--- src/rtl/mc_pkg.sv ---
package mc_pkg;

  typedef enum logic [2:0] {
    S_IDLE, S_STOP, S_ENC, S_PAUSED, S_OFF, S_PASS, S_DRAIN, S_RELOAD
  } ctl_state_e;

  localparam logic [2:0] MODE_IDLE   = 3'd0;
  localparam logic [2:0] MODE_STOP   = 3'd1;
  localparam logic [2:0] MODE_ENCODE = 3'd2;
  localparam logic [2:0] MODE_PAUSED = 3'd3;
  localparam logic [2:0] MODE_OFF    = 3'd4;

  localparam logic [3:0] CMD_SRST   = 4'd1;
  localparam logic [3:0] CMD_RECONF = 4'd2;
  localparam logic [3:0] CMD_ENABLE = 4'd3;
  localparam logic [3:0] CMD_START  = 4'd4;
  localparam logic [3:0] CMD_HALT   = 4'd5;
  localparam logic [3:0] CMD_PAUSE  = 4'd6;
  localparam logic [3:0] CMD_SLEEP  = 4'd7;
  localparam logic [3:0] CMD_FORCE  = 4'd8;

  // Externally visible mode for each internal state.
  function automatic logic [2:0] mode_of(ctl_state_e s);
    case (s)
      S_STOP, S_PASS:  return MODE_STOP;
      S_ENC, S_DRAIN:  return MODE_ENCODE;
      S_PAUSED:        return MODE_PAUSED;
      S_OFF:           return MODE_OFF;
      default:         return MODE_IDLE;
    endcase
  endfunction

  // Which command codes a state accepts.
  function automatic logic cmd_ok(ctl_state_e s, logic [3:0] c);
    case (s)
      S_IDLE:   return c inside {CMD_SRST, CMD_ENABLE, CMD_START, CMD_SLEEP, CMD_FORCE};
      S_STOP:   return c inside {CMD_SRST, CMD_RECONF, CMD_START, CMD_FORCE};
      S_ENC:    return c inside {CMD_SRST, CMD_HALT, CMD_PAUSE, CMD_FORCE};
      S_PAUSED: return c inside {CMD_SRST, CMD_RECONF, CMD_START, CMD_FORCE};
      S_DRAIN:  return c inside {CMD_SRST, CMD_FORCE};
      default:  return 1'b0;
    endcase
  endfunction

  // Write filter: Idle takes everything, running modes only dynamic writes.
  function automatic logic cfg_allow(ctl_state_e s, logic dyn);
    case (s)
      S_IDLE:                                   return 1'b1;
      S_STOP, S_ENC, S_PAUSED, S_PASS, S_DRAIN: return dyn;
      default:                                  return 1'b0;
    endcase
  endfunction

endpackage

--- src/rtl/mc_cmd_filter.sv ---
module mc_cmd_filter
  import mc_pkg::*;
(
  input  ctl_state_e st,
  input  logic       vld,
  input  logic [3:0] code,
  output logic       acc
);
  assign acc = vld && cmd_ok(st, code);
endmodule

--- src/rtl/mc_boundary_track.sv ---
module mc_boundary_track #(
  parameter int N_SRC = 2
) (
  input  logic             clk,
  input  logic             rst_n,
  input  logic             active,
  input  logic [N_SRC-1:0] evt,
  output logic             fin
);
  logic [N_SRC-1:0] got;

  for (genvar i = 0; i < N_SRC; i++) begin : g_src
    logic hit_q;
    always_ff @(posedge clk or negedge rst_n) begin
      if (!rst_n)        hit_q <= 1'b0;
      else if (!active)  hit_q <= 1'b0;
      else if (evt[i])   hit_q <= 1'b1;
    end
    assign got[i] = hit_q | evt[i];
  end

  assign fin = active && (&got);

  // a boundary seen outside the wait never counts toward completion
  a_r4_no_stale_fin: assert property (@(posedge clk) disable iff (!rst_n)
    !active |=> !fin || ((evt & ~got) == '0 && (&evt)) || $past(active) == 1'b0 && (&evt));
endmodule

--- src/rtl/mc_reload_timer.sv ---
module mc_reload_timer #(
  parameter int RELOAD_CYCLES = 16
) (
  input  logic clk,
  input  logic rst_n,
  input  logic start,
  input  logic active,
  output logic zero
);
  localparam int CW = (RELOAD_CYCLES > 1) ? $clog2(RELOAD_CYCLES) : 1;
  localparam logic [CW-1:0] LOAD = CW'(RELOAD_CYCLES - 1);

  logic [CW-1:0] cnt_q;

  always_ff @(posedge clk or negedge rst_n) begin
    if (!rst_n)                       cnt_q <= '0;
    else if (start)                   cnt_q <= LOAD;
    else if (active && cnt_q != '0)   cnt_q <= cnt_q - 1'b1;
  end

  assign zero = (cnt_q == '0);

  a_r10_count_range: assert property (@(posedge clk) disable iff (!rst_n)
    cnt_q <= LOAD);
  a_r10_count_steps: assert property (@(posedge clk) disable iff (!rst_n)
    (active && !start && cnt_q != '0) |=> cnt_q == $past(cnt_q) - 1'b1);
endmodule

--- src/rtl/mc_irq_unit.sv ---
module mc_irq_unit (
  input  logic clk,
  input  logic rst_n,
  input  logic set,
  input  logic clr,
  input  logic mask,
  output logic irq_n
);
  logic pend_q;

  always_ff @(posedge clk or negedge rst_n) begin
    if (!rst_n)    pend_q <= 1'b0;
    else if (set)  pend_q <= 1'b1;
    else if (clr)  pend_q <= 1'b0;
  end

  assign irq_n = ~(pend_q & ~mask);

  a_r12_pending_holds: assert property (@(posedge clk) disable iff (!rst_n)
    (pend_q && !clr) |=> pend_q);
  a_r12_set_wins: assert property (@(posedge clk) disable iff (!rst_n)
    set |=> pend_q);
endmodule

--- src/rtl/mode_ctl_top.sv ---
module mode_ctl_top
  import mc_pkg::*;
#(
  parameter int RELOAD_CYCLES = 16
) (
  input  logic       clk,
  input  logic       rst_n,
  input  logic       cmd_valid,
  input  logic [3:0] cmd_code,
  input  logic       gop_end,
  input  logic       afr_end,
  input  logic       cfg_wr,
  input  logic       cfg_dyn,
  input  logic       irq_mask,
  input  logic       irq_clear,
  output logic [2:0] mode,
  output logic       in_proc_en,
  output logic       mux_out_en,
  output logic       eos_req,
  output logic       save_state,
  output logic       cfg_defaults,
  output logic       cfg_reload,
  output logic       busy,
  output logic       clk_run,
  output logic       cfg_wr_ok,
  output logic       cfg_wr_err,
  output logic       irq_n
);
  ctl_state_e st_q, st_nxt;
  logic drain_pause_q, drain_pause_nxt;

  // Named internal events
  logic acc;        // command accepted this cycle
  logic drain_fin;  // both boundaries reached during the wait
  logic tmr_zero;   // reload timer exhausted
  logic done_evt;   // a transition completes at this edge
  logic def_evt;    // defaults are restored at this edge
  logic rl_start;   // reload begins at this edge
  logic eos_set, sav_set;

  mc_cmd_filter u_filter (
    .st(st_q), .vld(cmd_valid), .code(cmd_code), .acc(acc)
  );

  mc_boundary_track #(.N_SRC(2)) u_track (
    .clk(clk), .rst_n(rst_n), .active(st_q == S_DRAIN),
    .evt({afr_end, gop_end}), .fin(drain_fin)
  );

  mc_reload_timer #(.RELOAD_CYCLES(RELOAD_CYCLES)) u_timer (
    .clk(clk), .rst_n(rst_n), .start(rl_start),
    .active(st_q == S_RELOAD), .zero(tmr_zero)
  );

  mc_irq_unit u_irq (
    .clk(clk), .rst_n(rst_n), .set(done_evt), .clr(irq_clear),
    .mask(irq_mask), .irq_n(irq_n)
  );

  always_comb begin
    st_nxt          = st_q;
    drain_pause_nxt = drain_pause_q;
    done_evt        = 1'b0;
    def_evt         = 1'b0;
    rl_start        = 1'b0;
    case (st_q)
      S_IDLE: if (acc) begin
        if (cmd_code == CMD_ENABLE)     begin st_nxt = S_STOP; done_evt = 1'b1; end
        else if (cmd_code == CMD_START)       st_nxt = S_PASS;
        else if (cmd_code == CMD_SLEEP) begin st_nxt = S_OFF;  done_evt = 1'b1; end
      end
      S_STOP, S_PAUSED: if (acc) begin
        if (cmd_code == CMD_START)       begin st_nxt = S_ENC;  done_evt = 1'b1; end
        else if (cmd_code == CMD_RECONF) begin st_nxt = S_IDLE; done_evt = 1'b1; end
      end
      S_ENC: if (acc) begin
        if (cmd_code == CMD_HALT)       begin st_nxt = S_DRAIN; drain_pause_nxt = 1'b0; end
        else if (cmd_code == CMD_PAUSE) begin st_nxt = S_DRAIN; drain_pause_nxt = 1'b1; end
      end
      S_PASS: begin st_nxt = S_ENC; done_evt = 1'b1; end
      S_DRAIN: if (drain_fin) begin
        st_nxt   = drain_pause_q ? S_PAUSED : S_STOP;
        done_evt = 1'b1;
      end
      S_RELOAD: if (tmr_zero) begin st_nxt = S_IDLE; done_evt = 1'b1; end
      default: ;
    endcase
    // Commands that override any state that accepts them
    if (acc && cmd_code == CMD_SRST) begin
      st_nxt = S_IDLE; def_evt = 1'b1; done_evt = 1'b1;
    end else if (acc && cmd_code == CMD_FORCE) begin
      st_nxt = S_RELOAD; def_evt = 1'b1; rl_start = 1'b1; done_evt = 1'b0;
    end
  end

  assign eos_set = (st_q == S_DRAIN) && (st_nxt == S_STOP);
  assign sav_set = (st_q == S_DRAIN) && (st_nxt == S_PAUSED);

  always_ff @(posedge clk or negedge rst_n) begin
    if (!rst_n) begin
      st_q          <= S_IDLE;
      drain_pause_q <= 1'b0;
      eos_req       <= 1'b0;
      save_state    <= 1'b0;
      cfg_defaults  <= 1'b0;
    end else begin
      st_q          <= st_nxt;
      drain_pause_q <= drain_pause_nxt;
      eos_req       <= eos_set;
      save_state    <= sav_set;
      cfg_defaults  <= def_evt;
    end
  end

  assign mode       = mode_of(st_q);
  assign in_proc_en = st_q inside {S_STOP, S_ENC, S_PAUSED, S_PASS, S_DRAIN};
  assign mux_out_en = st_q inside {S_ENC, S_DRAIN};
  assign busy       = st_q inside {S_PASS, S_DRAIN, S_RELOAD};
  assign cfg_reload = (st_q == S_RELOAD);
  assign clk_run    = (st_q != S_OFF);
  assign cfg_wr_ok  = cfg_wr &&  cfg_allow(st_q, cfg_dyn);
  assign cfg_wr_err = cfg_wr && !cfg_allow(st_q, cfg_dyn);

  a_r2_mux_needs_input: assert property (@(posedge clk) disable iff (!rst_n)
    mux_out_en |-> in_proc_en);
  a_r3_start_via_stop: assert property (@(posedge clk) disable iff (!rst_n)
    (mode == MODE_ENCODE) |-> ($past(mode) != MODE_IDLE));
  a_r4_eos_after_encode: assert property (@(posedge clk) disable iff (!rst_n)
    eos_req |-> (mode == MODE_STOP && $past(mode) == MODE_ENCODE));
  a_r5_save_alone: assert property (@(posedge clk) disable iff (!rst_n)
    save_state |-> (mode == MODE_PAUSED && !eos_req && $past(mode) == MODE_ENCODE));
  a_r8_sleep_sticky: assert property (@(posedge clk) disable iff (!rst_n)
    (mode == MODE_OFF) |=> (mode == MODE_OFF && !clk_run));
  a_r10_reload_quiet: assert property (@(posedge clk) disable iff (!rst_n)
    cfg_reload |-> (!mux_out_en && !in_proc_en && busy));
  a_r11_wr_exclusive: assert property (@(posedge clk) disable iff (!rst_n)
    !(cfg_wr_ok && cfg_wr_err));
endmodule

--- config.mk ---
export PLATFORM = sky130hd
export DESIGN_NAME = mode_ctl_top
export DESIGN_NICKNAME = d
export VERILOG_FILES = /design/src/rtl/mc_pkg.sv /design/src/rtl/mc_cmd_filter.sv /design/src/rtl/mc_boundary_track.sv /design/src/rtl/mc_reload_timer.sv /design/src/rtl/mc_irq_unit.sv /design/src/rtl/mode_ctl_top.sv
export SDC_FILE = /design/constraint.sdc
export NUM_CORES = 1
export LEC_CHECK = 0
export ABC_AREA = 1
export ABC_CLOCK_PERIOD_IN_PS = 3700
export CAP_MARGIN = 10
export CORE_MARGIN = 4
export CORE_UTILIZATION = 60
export CTS_CLUSTER_DIAMETER = 200
export DETAILED_ROUTE_END_ITERATION = 7
export DONT_BUFFER_PORTS = 1
export PLACE_DENSITY_LB_ADDON = 0.2
export SLEW_MARGIN = 30
export SYNTH_ARGS = -nofsm -noshare
export SYNTH_HDL_FRONTEND = slang
export SYNTH_SLANG_ARGS = --single-unit
--- constraint.sdc ---
create_clock -name clk -period 3.7 [get_ports clk]
set_clock_uncertainty 0.2 [all_clocks]
set_input_delay 0.185 -clock clk [delete_from_list [all_inputs] [get_ports clk]]
set_output_delay 0.185 -clock clk [all_outputs]
set_load 0.1 [all_outputs]
==> reports/results.ini <==
[status]
status = finished, final reports clean

[logic_synthesis]
yosysSeqAreaShare = 0.296
synth_xor_area_frac = 0.00741
synth_fa_ha_area_frac = 0.0741
synthSimpleGateAreaFrac = 0.384
synthCells = 181
syn_area_per_cell_um2 = 6.53
synth-compound-area-share = 0.137
synth_area_leaders = dfrtp_1, nand2_1, inv_1
yosys_warnings = 0
ys_ff_latch = 14
syn-num-nets = 201
synth_top_family_by_area = simple AND/OR/NAND/NOR gates
synth_cell_types = 25
synth_top_cell_by_area = dfrtp_1
synthMuxAreaShare = 0
netlist_area_um2 = 1180
synth.top_cell.area_share = 0.296

[power_and_ir_drop]
pwr_density_cell_nw_per_um2 = 670
power_leakage_nw = 0.798
vdd_drop_max_mv = 0.892

[floorplanning]
die_w_um = 52.4
core_um2 = 1800
die-area_um2 = 2740
die_h_um = 52.4
row_count = 15
initial_utilization = 0.656
ios = 27

[grt]
antenna_found_initial = 0
track_usage = 0.246
grt_start_max_net_pins = 15
grt_pass1_wl_um = 5020
first_global_vias = 1177
gr-total-overflow = 0

[place]
port_buffers = 0
dp_hpwl_um = 2260
gp_congestion = 0.928
dp_slack_ps = 1160

[critical_path]
arrival_ps = 2510
critPathKind = reg -> out
slowest_delay_ps = 480
cp_cell_sequence = inv_1, ha_1, nand2_1, nand2_1, buf_4, a21oi_1, inv_1, nor2_2, buf_4
worstPathMaxFanout = 8
crit_family = buffers and inverters
start_kind = flop
cp_data_required_time_ps = 3310
end_kind = output pin
path_buf_inv = 4
slowest_stage = dfrtp_1

[clock_network]
cts_made_buffers = 3
clk_path_buf_depth = 2
cts_tree = built
cts_setup_buffers = 0
htreeDepth = 1
clock-sinks = 14
clk_pin_slew_ps = 80
insertion_delay_ps = 290
clock-root-buffer = clkbuf_4

[worst_hold_path]
hp-class = in -> reg

[sta]
rsz0062_at_grt = false
drv_slew = 0
period_share = 0.783
finalSetupViolCount = 0
worst_pin_slew_ps = 869
timing.hold.ws_ps = 13.5
fmax_mhz = 345
setup_tns_ps = 0
fin_crit_ps = 2900
setup_ws_ps = 803
relSlewSlack = 0.421
hold_viol = 0

[drt]
wire_per_inst_um = 12.8
vias = 1232
ant_nets = 0
via_per_inst = 5.45
drcViolationCount = 0
drt_iter0_drc = 44
dr.pass1.iters = 4
drt-total-wl_um = 2880

[layout]
drive_gt1_frac = 0.179
nets = 222
antenna_cells = 0
area_growth_pct = 18.2

[run]
drv_cap = 0

==> sequential cells by signal, summed over array words and instances, names as in the netlist <==
signal	cells
u_timer.cnt_q	4
st_q	3
drain_pause_q	1
cfg_defaults	1
eos_req	1
u_irq.pend_q	1
save_state	1
u_track.g_src.hit_q	2
==> cell usage after synthesis <==
master    number
nand2_1       45
nor3_1         3
nor3_2         1
nand3_1       13
a21oi_1        9
o21ai_2        1
inv_2          5
nand3_4        2
ha_1           7
o22ai_1        1
nor2_2         1
nand2_2        7
o21ai_1        2
o211a_1        1
o21ai_0       10
inv_1         27
a21boi_1       1
nor2_1        25
or2_2          1
o31ai_1        1
o211ai_1       1
nand3_2        1
dfrtp_1       14
a21oi_2        1
xnor2_1        1
==> layout make-up <==
type	instances	area [µm²]
tap	25	31.3
sequential	14	350
inverter	32	120
clock buffer	4	36.3
fill	152	404
timing repair buffer	16	138
multi-input combinational	135	722
==> cell families (layout without fill, tap and decap cells) <==
family,count (synthesis),in the layout
AO/OA/AOI/OAI,28,28
XOR/XNOR,1,1
adder cells (fa/ha/maj),7,7
buffers and inverters,32,52
flip-flops,14,14
AND/OR/NAND/NOR,99,99
==> metrics by stage <==
step	total power, mW	cell area (µm²)	utilization	instances
after global placement	0.802	1290	0.714	215
after detailed placement	0.813	1290	0.717	215
after floorplan	0.705	1180	-	181
final	0.936	1400	0.776	226
after global routing	1.00	1400	0.776	226
after CTS	0.935	1400	0.776	226
==> power breakdown <==
| group | total [mW] | switching, mW | internal [mW] |
|---|---|---|---|
| Sequential | 0.211 | 0.0332 | 0.178 |
| Clock | 0.110 | 0.0496 | 0.0600 |
| Combinational | 0.615 | 0.467 | 0.148 |
==> worst paths after layout <==
path	from	endpoint	slack, ps	depth (start not counted)
setup / recovery	st_q[0]	cfg_wr_err	800	9
hold / removal	cmd_code[2]	drain_pause_q	10	3
setup reg to reg	st_q[0]	eos_req	1230	12
hold reg to reg	u_timer.cnt_q[0]	u_timer.cnt_q[0]	310	2
max in group asynchronous	rst_n	st_q[0]	2770	1
min in group asynchronous	rst_n	drain_pause_q	140	1
==> routing by layer <==
| layer | wire (µm) | up-vias | track usage |
|---|---|---|---|
| met5 | 0 | - | 0 |
| met4 | 53 | 0 | 0.0766 |
| met3 | 172 | 7 | 0.0684 |
| met2 | 1470 | 32 | 0.432 |
| met1 | 1190 | 576 | 0.287 |
| li1 | - | 617 | - |
==> timing repair <==
action / CTS / global route
setup endpoints to repair: 0 / 0
resized for setup: 0 / 0
hold buffers: 7 / 0
endpoints found under the hold margin: 19 / 0
==> tightest hold or removal path, stage by stage <==
cell     delay [ps]
nand2_1         100
nor3_1           70
a21oi_1         100
==> cell usage in the layout (no fill, tap or decap), drive strengths merged <==
cell type / synthesis / final
a21boi: 1 / 1
a21oi: 10 / 10
buf: 0 / 9
clkbuf: 0 / 4
dfrtp: 14 / 14
dlygate4sd3: 0 / 7
ha: 7 / 7
inv: 32 / 32
nand2: 52 / 52
nand3: 16 / 16
nor2: 26 / 26
nor3: 4 / 4
o211a: 1 / 1
o211ai: 1 / 1
o21ai: 13 / 13
o22ai: 1 / 1
o31ai: 1 / 1
or2: 1 / 1
xnor2: 1 / 1
Note: power is estimated with default switching activity, not from simulation.
